==> src/rtl/gpio_port_pkg.sv <==
package gpio_port_pkg;

  // Widest port the merge helper supports; a masked write needs 2*NPINS data bits.
  localparam int PIN_MAX = 16;

  typedef enum logic [2:0] {
    SEL_NONE = 3'd0,
    SEL_MODE = 3'd1,
    SEL_DRV  = 3'd2,
    SEL_LVL  = 3'd3,
    SEL_PIN  = 3'd4
  } reg_sel_e;

  // Register kind k (0..3) maps to its select code.
  function automatic reg_sel_e sel_of_idx(input int k);
    case (k)
      0:       return SEL_MODE;
      1:       return SEL_DRV;
      2:       return SEL_LVL;
      3:       return SEL_PIN;
      default: return SEL_NONE;
    endcase
  endfunction

  // Byte offset of register kind k inside a port window.
  function automatic int kind_offset(input int k);
    return 16 * k;
  endfunction

  // Bit-select merge: a set bit in sel takes the new value, a clear one keeps cur.
  function automatic logic [PIN_MAX-1:0] merge_masked(
    input logic [PIN_MAX-1:0] cur,
    input logic [PIN_MAX-1:0] nval,
    input logic [PIN_MAX-1:0] sel
  );
    return (cur & ~sel) | (nval & sel);
  endfunction

endpackage

==> src/rtl/gpio_port_decode.sv <==
module gpio_port_decode
  import gpio_port_pkg::*;
#(
  parameter int ADDR_W      = 12,
  parameter int BANK_IDX    = 1,
  parameter int PORT_IDX    = 2,
  parameter int BANK_STRIDE = 256,
  parameter int ALIAS_OFS   = 128
) (
  input  logic [ADDR_W-1:0] addr,
  output reg_sel_e          sel,
  output logic              alias_hit
);

  localparam int WA        = ADDR_W - 2;
  localparam int NKIND     = 4;
  localparam int PORT_BASE = BANK_IDX * BANK_STRIDE + PORT_IDX * 4;

  logic [WA-1:0]    word_addr;
  logic [NKIND-1:0] hit_direct;
  logic [NKIND-1:0] hit_alias;

  assign word_addr = addr[ADDR_W-1:2];

  for (genvar k = 0; k < NKIND; k++) begin : g_kind
    localparam logic [WA-1:0] DIR_W = WA'((PORT_BASE + kind_offset(k)) / 4);
    localparam logic [WA-1:0] ALI_W = WA'((PORT_BASE + ALIAS_OFS + kind_offset(k)) / 4);
    assign hit_direct[k] = (word_addr == DIR_W);
    if (k < NKIND - 1) begin : g_has_alias
      assign hit_alias[k] = (word_addr == ALI_W);
    end else begin : g_no_alias
      assign hit_alias[k] = 1'b0;
    end
  end

  always_comb begin
    sel       = SEL_NONE;
    alias_hit = 1'b0;
    for (int k = 0; k < NKIND; k++) begin
      if (hit_direct[k]) begin
        sel       = sel_of_idx(k);
        alias_hit = 1'b0;
      end
      if (hit_alias[k]) begin
        sel       = sel_of_idx(k);
        alias_hit = 1'b1;
      end
    end
  end

endmodule

==> src/rtl/gpio_port_ctrl_reg.sv <==
module gpio_port_ctrl_reg
  import gpio_port_pkg::*;
#(
  parameter int NPINS  = 8,
  parameter int DATA_W = 32
) (
  input  logic              clk,
  input  logic              rst_n,
  input  logic              wr_direct,
  input  logic              wr_masked,
  input  logic [DATA_W-1:0] wdata,
  output logic [NPINS-1:0]  q
);

  logic [NPINS-1:0] wr_val;
  logic [NPINS-1:0] wr_sel;
  logic [NPINS-1:0] q_next;

  assign wr_val = wdata[NPINS-1:0];
  assign wr_sel = wdata[2*NPINS-1:NPINS];

  always_comb begin
    q_next = q;
    if (wr_direct) begin
      q_next = wr_val;
    end else if (wr_masked) begin
      q_next = NPINS'(merge_masked(PIN_MAX'(q), PIN_MAX'(wr_val), PIN_MAX'(wr_sel)));
    end
  end

  always_ff @(posedge clk) begin
    if (!rst_n) q <= '0;
    else        q <= q_next;
  end

  assert_masked_keep_R4: assert property (@(posedge clk) disable iff (!rst_n)
    wr_masked |=> (((q ^ $past(q)) & ~$past(wr_sel)) == '0));

  assert_masked_load_R4: assert property (@(posedge clk) disable iff (!rst_n)
    wr_masked |=> (((q ^ $past(wr_val)) & $past(wr_sel)) == '0));

  assert_direct_load_R3: assert property (@(posedge clk) disable iff (!rst_n)
    wr_direct |=> (q == $past(wr_val)));

  assert_idle_hold_R9: assert property (@(posedge clk) disable iff (!rst_n)
    !(wr_direct || wr_masked) |=> $stable(q));

endmodule

==> src/rtl/gpio_port_sync.sv <==
module gpio_port_sync #(
  parameter int NPINS  = 8,
  parameter int STAGES = 2
) (
  input  logic             clk,
  input  logic             rst_n,
  input  logic [NPINS-1:0] pin_in,
  output logic [NPINS-1:0] pin_sync
);

  logic [NPINS-1:0] stage_q [STAGES];
  logic [1:0]       warm_q;

  always_ff @(posedge clk) begin
    if (!rst_n) begin
      for (int s = 0; s < STAGES; s++) stage_q[s] <= '0;
    end else begin
      stage_q[0] <= pin_in;
      for (int s = 1; s < STAGES; s++) stage_q[s] <= stage_q[s-1];
    end
  end

  assign pin_sync = stage_q[STAGES-1];

  // Counts edges since reset so the lag check never looks before reset release.
  always_ff @(posedge clk) begin
    if (!rst_n)              warm_q <= '0;
    else if (warm_q != 2'd3) warm_q <= warm_q + 2'd1;
  end

  if (STAGES == 2) begin : g_lag_check
    assert_sync_lag_R7: assert property (@(posedge clk) disable iff (!rst_n)
      (warm_q == 2'd3) |-> (pin_sync == $past(pin_in, 2)));
  end

endmodule

==> src/rtl/gpio_port_regs.sv <==
module gpio_port_regs
  import gpio_port_pkg::*;
#(
  parameter int NPINS       = 8,
  parameter int DATA_W      = 32,
  parameter int ADDR_W      = 12,
  parameter int BANK_IDX    = 1,
  parameter int PORT_IDX    = 2,
  parameter int BANK_STRIDE = 256,
  parameter int ALIAS_OFS   = 128,
  parameter int SYNC_STAGES = 2
) (
  input  logic              clk,
  input  logic              rst_n,
  input  logic              req_valid,
  input  logic              req_write,
  input  logic [ADDR_W-1:0] req_addr,
  input  logic [DATA_W-1:0] req_wdata,
  output logic              rsp_valid,
  output logic [DATA_W-1:0] rsp_rdata,
  input  logic [NPINS-1:0]  pin_in,
  output logic [NPINS-1:0]  pad_out,
  output logic [NPINS-1:0]  pad_oe,
  output logic [NPINS-1:0]  gpio_en
);

  localparam int NCTRL = 3;

  reg_sel_e         sel;
  logic             alias_hit;
  logic             rd_req;
  logic             wr_req;
  logic [NPINS-1:0] ctrl_q [NCTRL];
  logic [NPINS-1:0] pin_sync;
  logic [NPINS-1:0] rd_mux;

  assign rd_req = req_valid && !req_write;
  assign wr_req = req_valid &&  req_write;

  gpio_port_decode #(
    .ADDR_W      (ADDR_W),
    .BANK_IDX    (BANK_IDX),
    .PORT_IDX    (PORT_IDX),
    .BANK_STRIDE (BANK_STRIDE),
    .ALIAS_OFS   (ALIAS_OFS)
  ) decode_i (
    .addr      (req_addr),
    .sel       (sel),
    .alias_hit (alias_hit)
  );

  for (genvar g = 0; g < NCTRL; g++) begin : g_ctrl
    logic hit_g;
    assign hit_g = wr_req && (sel == sel_of_idx(g));
    gpio_port_ctrl_reg #(
      .NPINS  (NPINS),
      .DATA_W (DATA_W)
    ) reg_i (
      .clk       (clk),
      .rst_n     (rst_n),
      .wr_direct (hit_g && !alias_hit),
      .wr_masked (hit_g &&  alias_hit),
      .wdata     (req_wdata),
      .q         (ctrl_q[g])
    );
  end

  gpio_port_sync #(
    .NPINS  (NPINS),
    .STAGES (SYNC_STAGES)
  ) sync_i (
    .clk      (clk),
    .rst_n    (rst_n),
    .pin_in   (pin_in),
    .pin_sync (pin_sync)
  );

  always_comb begin
    case (sel)
      SEL_MODE: rd_mux = ctrl_q[0];
      SEL_DRV:  rd_mux = ctrl_q[1];
      SEL_LVL:  rd_mux = ctrl_q[2];
      SEL_PIN:  rd_mux = pin_sync;
      default:  rd_mux = '0;
    endcase
  end

  always_ff @(posedge clk) begin
    if (!rst_n) begin
      rsp_valid <= 1'b0;
      rsp_rdata <= '0;
    end else begin
      rsp_valid <= rd_req;
      if (rd_req) rsp_rdata <= DATA_W'(rd_mux);
    end
  end

  assign gpio_en = ctrl_q[0];
  assign pad_oe  = ctrl_q[0] & ctrl_q[1];
  assign pad_out = ctrl_q[2];

  assert_rd_rsp_R10: assert property (@(posedge clk) disable iff (!rst_n)
    rd_req |=> rsp_valid);

  assert_no_spurious_rsp_R10: assert property (@(posedge clk) disable iff (!rst_n)
    !rd_req |=> !rsp_valid);

  assert_rdata_upper_zero_R5: assert property (@(posedge clk) disable iff (!rst_n)
    rsp_valid |-> (rsp_rdata[DATA_W-1:NPINS] == '0));

  assert_unmapped_reads_zero_R9: assert property (@(posedge clk) disable iff (!rst_n)
    (rd_req && sel == SEL_NONE) |=> (rsp_rdata == '0));

  assert_pin_write_ignored_R6: assert property (@(posedge clk) disable iff (!rst_n)
    (wr_req && (sel == SEL_PIN || sel == SEL_NONE)) |=>
      ($stable(gpio_en) && $stable(pad_oe) && $stable(pad_out)));

endmodule

==> config.mk <==
export PLATFORM = sky130hd
export DESIGN_NAME = gpio_port_regs
export DESIGN_NICKNAME = d
export VERILOG_FILES = /design/src/rtl/gpio_port_pkg.sv /design/src/rtl/gpio_port_decode.sv /design/src/rtl/gpio_port_ctrl_reg.sv /design/src/rtl/gpio_port_sync.sv /design/src/rtl/gpio_port_regs.sv
export SDC_FILE = /design/constraint.sdc
export NUM_CORES = 1
export LEC_CHECK = 0
export ABC_AREA = 1
export BUFFER_PORTS_ARGS = -buffer_cell sky130_fd_sc_hd__buf_4
export CAP_MARGIN = 20
export CORE_UTILIZATION = 48
export DETAILED_ROUTE_END_ITERATION = 10
export GPL_TIMING_DRIVEN = 0
export PLACE_DENSITY = 0.8
export SYNTH_ARGS = -nofsm -noshare
export SYNTH_HDL_FRONTEND = slang
export SYNTH_SLANG_ARGS = --single-unit
==> constraint.sdc <==
create_clock -name clk -period 2 [get_ports clk]
set_clock_uncertainty 0.15 [all_clocks]
set_input_delay 0.3 -clock clk [delete_from_list [all_inputs] [get_ports clk]]
set_output_delay 0.3 -clock clk [all_outputs]
set_load 0.01 [all_outputs]
Word level (Yosys, flattened, before mapping)
Memories as Yosys holds them, arrays and structs flattened.
Index checks and enable logic that the tools add are counted.
- RAM bits: 16
- word-level logic and storage cells: 68
- input bits: 56
- output and inout bits: 57
- register bits: 33
- memories: 1
- memory list (memory ; words ; bits a word ; rd ports ; clocked after memory_dff ; wr ports ; RTL line ; text):
    sync_i.stage_q ; 2 ; 8 ; 2 ; 0 ; 2 ; gpio_port_sync.sv:11 ; logic [NPINS-1:0] stage_q [STAGES];
- bitwise logic cells: 11
- reductions and logical operators: 16
- multiplexer cells: 24
- equal/unequal tests: 11
- operator list (kind ; count):
    $eq A10 B7 Y1 const B ; 7
    $mux W8 ; 8
    $and A8 B8 Y8 ; 5
    $pmux W8 S4 ; 1
    $or A8 B8 Y8 ; 3
    $mux W3 ; 6
    $logic_and A1 B1 Y1 ; 11
    $mux W1 ; 9
    $not A8 Y8 ; 1
    $eq A3 B2 Y1 const B ; 2
    $reduce_bool A2 Y1 ; 3
    $eq A3 B1 Y1 const B ; 1
    $eq A3 B3 Y1 const B ; 1
    $logic_not A1 Y1 ; 2
    $or A1 B1 Y1 ; 2

Longest topological paths before layout
- depth after elaboration: 13
- mapped depth: 10
- depth with buffers taken out: 10

Hierarchy
Synthesis repeated with hierarchy kept, for this count alone.
- cells, all modules: 416
- area, all modules: 2849.0 sq um
- by module, submodules not included (module ; seq. area each (sq um) ; cells an instance ; area each (sq um) ; times used):
    gpio_port_ctrl_reg ; 160.2 ; 60 ; 400.4 ; 3
    gpio_port_regs ; 180.2 ; 150 ; 978.4 ; 1
    gpio_port_sync ; 320.3 ; 58 ; 544.3 ; 1
    gpio_port_decode ; 0.0 ; 28 ; 125.1 ; 1

Worst setup path after synthesis
Ideal clock, no wire load.
- path type: input to register
- start point: in req_addr[11]
- end point: reg with a tool-made name
- buffers on the path: 1
- stages on the path: 9
- data arrival time: 1.237 ns
- required time: 1.735 ns
- library setup time: 0.115 ns
- setup slack: 0.498 ns
- cell sequence: nor2_8 nand2_2 nor2_4 nand2_2 nor2_4 buf_6 nand3_1 nand2_1 nor2_1
- RTL lines (what ; RTL line ; text):
    start: declaration ; gpio_port_regs.sv:17 ; input logic [ADDR_W-1:0] req_addr,

==> metrics.txt <==
CTS sink cnt=49; crit start category=input pin; placed insts=575; capturing point of the worst reg2reg path=rsp_rdata[5]$_SDFFE_PN0P_; number of flops mapped to enable cells by yosys=0; CTS-repair resized insts=0; post-synthesis mux area share=0%; final WL=6.67 mm; diodes inserted=0; Avg Inst Size Synth=6.57 um2; crit path cell chain=buf_4 -> nor2_8 -> nand2_2 -> nor2_4 -> nand2_2 -> nor2_4 -> buf_6 -> nand3_1 -> nand2_1 -> nor2_1; root buf cell=clkbuf_8; final setup vio count=0; DR iter-0 viols=roughly 190; crit path kind=in -> reg; top post-synthesis cells by area=dfxtp_1 36%, nand2_1 16%, buf_4 11%, inv_1 7.3%, nand3_1 6.8%; top-area cell type share of the netlist area=between 30% and 40%; layout cell share with drive strength beyond 1=27.5%; Layout area overhead=29.2%; Crit path max-delay family=simple AND/OR/NAND/NOR gates; fin worst setup slack=0.377 ns; WP buf/inv=2; Post-Syn Area=around 2700 um2; clock-pin slew on the worst setup and hold paths=0.09 ns; final hold vios=0; switching power=0.000459 W; relative slew slack=about three fifths; initial core utilization=approximately half; NumNets Final=568; Boundary Pins=113; Endpoint, Worst Hold=sync_i.stage_q[0][1]$_SDFF_PN0_; first-pass GRT wire length=roughly 11 mm; reg2reg setup slack=0.94 ns; status=completed; RSZ-0062 raised after global routing=false; post-synth cell types=23; total gr overflow=0; H-tree levels=2; number of global-route vias before repair=2402; minimum clock period=1.62 ns; sequential share of the synthesized area=36.2%; Comb pwr share=12.1%; clk_lat worst skew=approximately 0.30 ns; Die Footprint=5950 um2; via count=2760; max-slew violations=0; postcts setup bufs=0; cell with the most instances after synthesis=nand2_1; Critical Path Slowest Stage Cell=nor2_4; f_max=616 MHz; Int Pwr=0.00134 W; Max-Cap Viols=0; Clock Path Buffers=2; total CTS buffers=5; TritonCTS clock tree=built; number of cells on the worst reg-to-reg path=4; power per cell area=slightly above 500 nW/um2; max incr delay on CP=approximately 0.25 ns; top_reg_cell synth=dfxtp_1; Leak Pwr=about 1.9 nW; cells after synthesis=412; antenna violations before repair=0; die height=77.1 um; # hold bufs at CTS=0; hold_sp=pin_in[1]; simple-gate share of the synthesized area=between 30% and 40%; Arr. time, crit path=1.67 ns; worst min-delay path category=in -> reg; dpl ws=0.0422 ns; Post-synth ARST share=0%; clock share of power=32.6%; DRC=0; Seq pwr share=a little under three fifths; post-synthesis register bit count=49; Tot Pwr=0.00180 W; Post-Synth Adder-Cell Area=0%; DPL Wire Length=roughly 5.1 mm; Post-Synth XOR/XNOR Area=0%; post-synthesis compound-gate area fraction=6.47%; mean number of vias per cell=4.73; crit path max fanout=10; setup TNS=0 ns; gp weighted congestion=0.877; worst vdd ir=459 uV; Row Count=26; GRT Resource Usage Total=22.9%; CP endpoint kind=register; Port Buffers=70; cell taking the most area after synthesis=dfxtp_1; yosys warns=0; Wirelength per Cell=11.4 um; Switching Fraction=between 20% and 30%; total iterations of the first detailed-routing run=4; most frequent cells after synthesis=118 x nand2_1, 53 x inv_1, 49 x dfxtp_1; largest net degree at the start of global routing=17; Slew @ Worst Pin=0.580 ns; Die W=77.1 um; Layout Cells excl Fill=a little under 600; main combinational cell family by area after synthesis=simple AND/OR/NAND/NOR gates; fin crit share=just over 80%; core area=approximately 5300 um2; DRT antenna net count=0; worst path required time=2.05 ns; WHS Path Cells=3
## final cells by class
type / count / area, um2
Timing Repair Buffer: 70 / 526
Fill cell: 481 / 1770
Clock inverter: 3 / 22.5
Multi-Input combinational cell: 281 / 1250
Sequential cell: 49 / 981
Tap cell: 70 / 87.6
Buffer: 46 / 338
Inverter: 59 / 221
Clock buffer: 5 / 68.8
## routing by layer
layer  track usage [%]  up-vias  wire [um]
li1                  -     1412          -
met1              28.2     1231       2780
met2              39.2      107       3270
met3              4.29       10        525
met4              8.68        0         95
met5                 0        -          0
## logic make-up (layout without fill, tap and decap cells)
logic type | Yosys count | after routing
compound gates | 35 | 35
buf+inv | 105 | 183
flops | 49 | 49
other cells | 1 | 24
simple gates | 222 | 222
## stage by stage
stage | util, % | hold slack, ns | cell area, um2
global placement | 64.7 | 0.245 | 3410
detailed placement | 64.7 | 0.249 | 3410
finish | 66.4 | 0.0236 | 3500
CTS | 66.4 | 0.0202 | 3500
floorplan | - | 0.240 | 2800
global route | 66.4 | 0.0205 | 3500
## power groups by stage
stage                     clock network [W]  logic (W)  registers [W]
after floorplan                           0   0.000126        0.00102
after global placement                    0   0.000211        0.00102
after detailed placement                  0   0.000215        0.00102
after CTS                          0.000594   0.000215       0.000995
after global routing               0.000637   0.000241       0.000997
final                              0.000586   0.000218       0.000995
## worst max-delay path by stage
stage	depth (start not counted)	start	end	slack [ns]
after floorplan	9	req_addr[11]	register	0.50
after global placement	10	req_addr[6]	rsp_rdata[7]$_SDFFE_PN0P_	0.09
after detailed placement	10	req_addr[6]	rsp_rdata[7]$_SDFFE_PN0P_	0.04
after CTS	10	req_addr[6]	rsp_rdata[7]$_SDFFE_PN0P_	0.35
after global routing	10	req_addr[2]	register	0.17
final	10	req_addr[11]	register	0.38
## worst min-delay path: stages
cell,delay [ns]
buf_4,0.07
nand2_1,0.04
inv_1,0.04
## layout by cell type, fill, tap and decap left out, types with 8 or more instances in the layout
| cell | n |
|---|---|
| nand4_1 | 8 |
| dfxtp_1 | 49 |
| nor2_1 | 40 |
| conb_1 | 24 |
| buf_4 | 110 |
| o21ai_0 | 10 |
| inv_1 | 53 |
| nand2_1 | 118 |
| a21oi_1 | 24 |
| nand3_1 | 37 |
(Power assumes the default switching activity.)
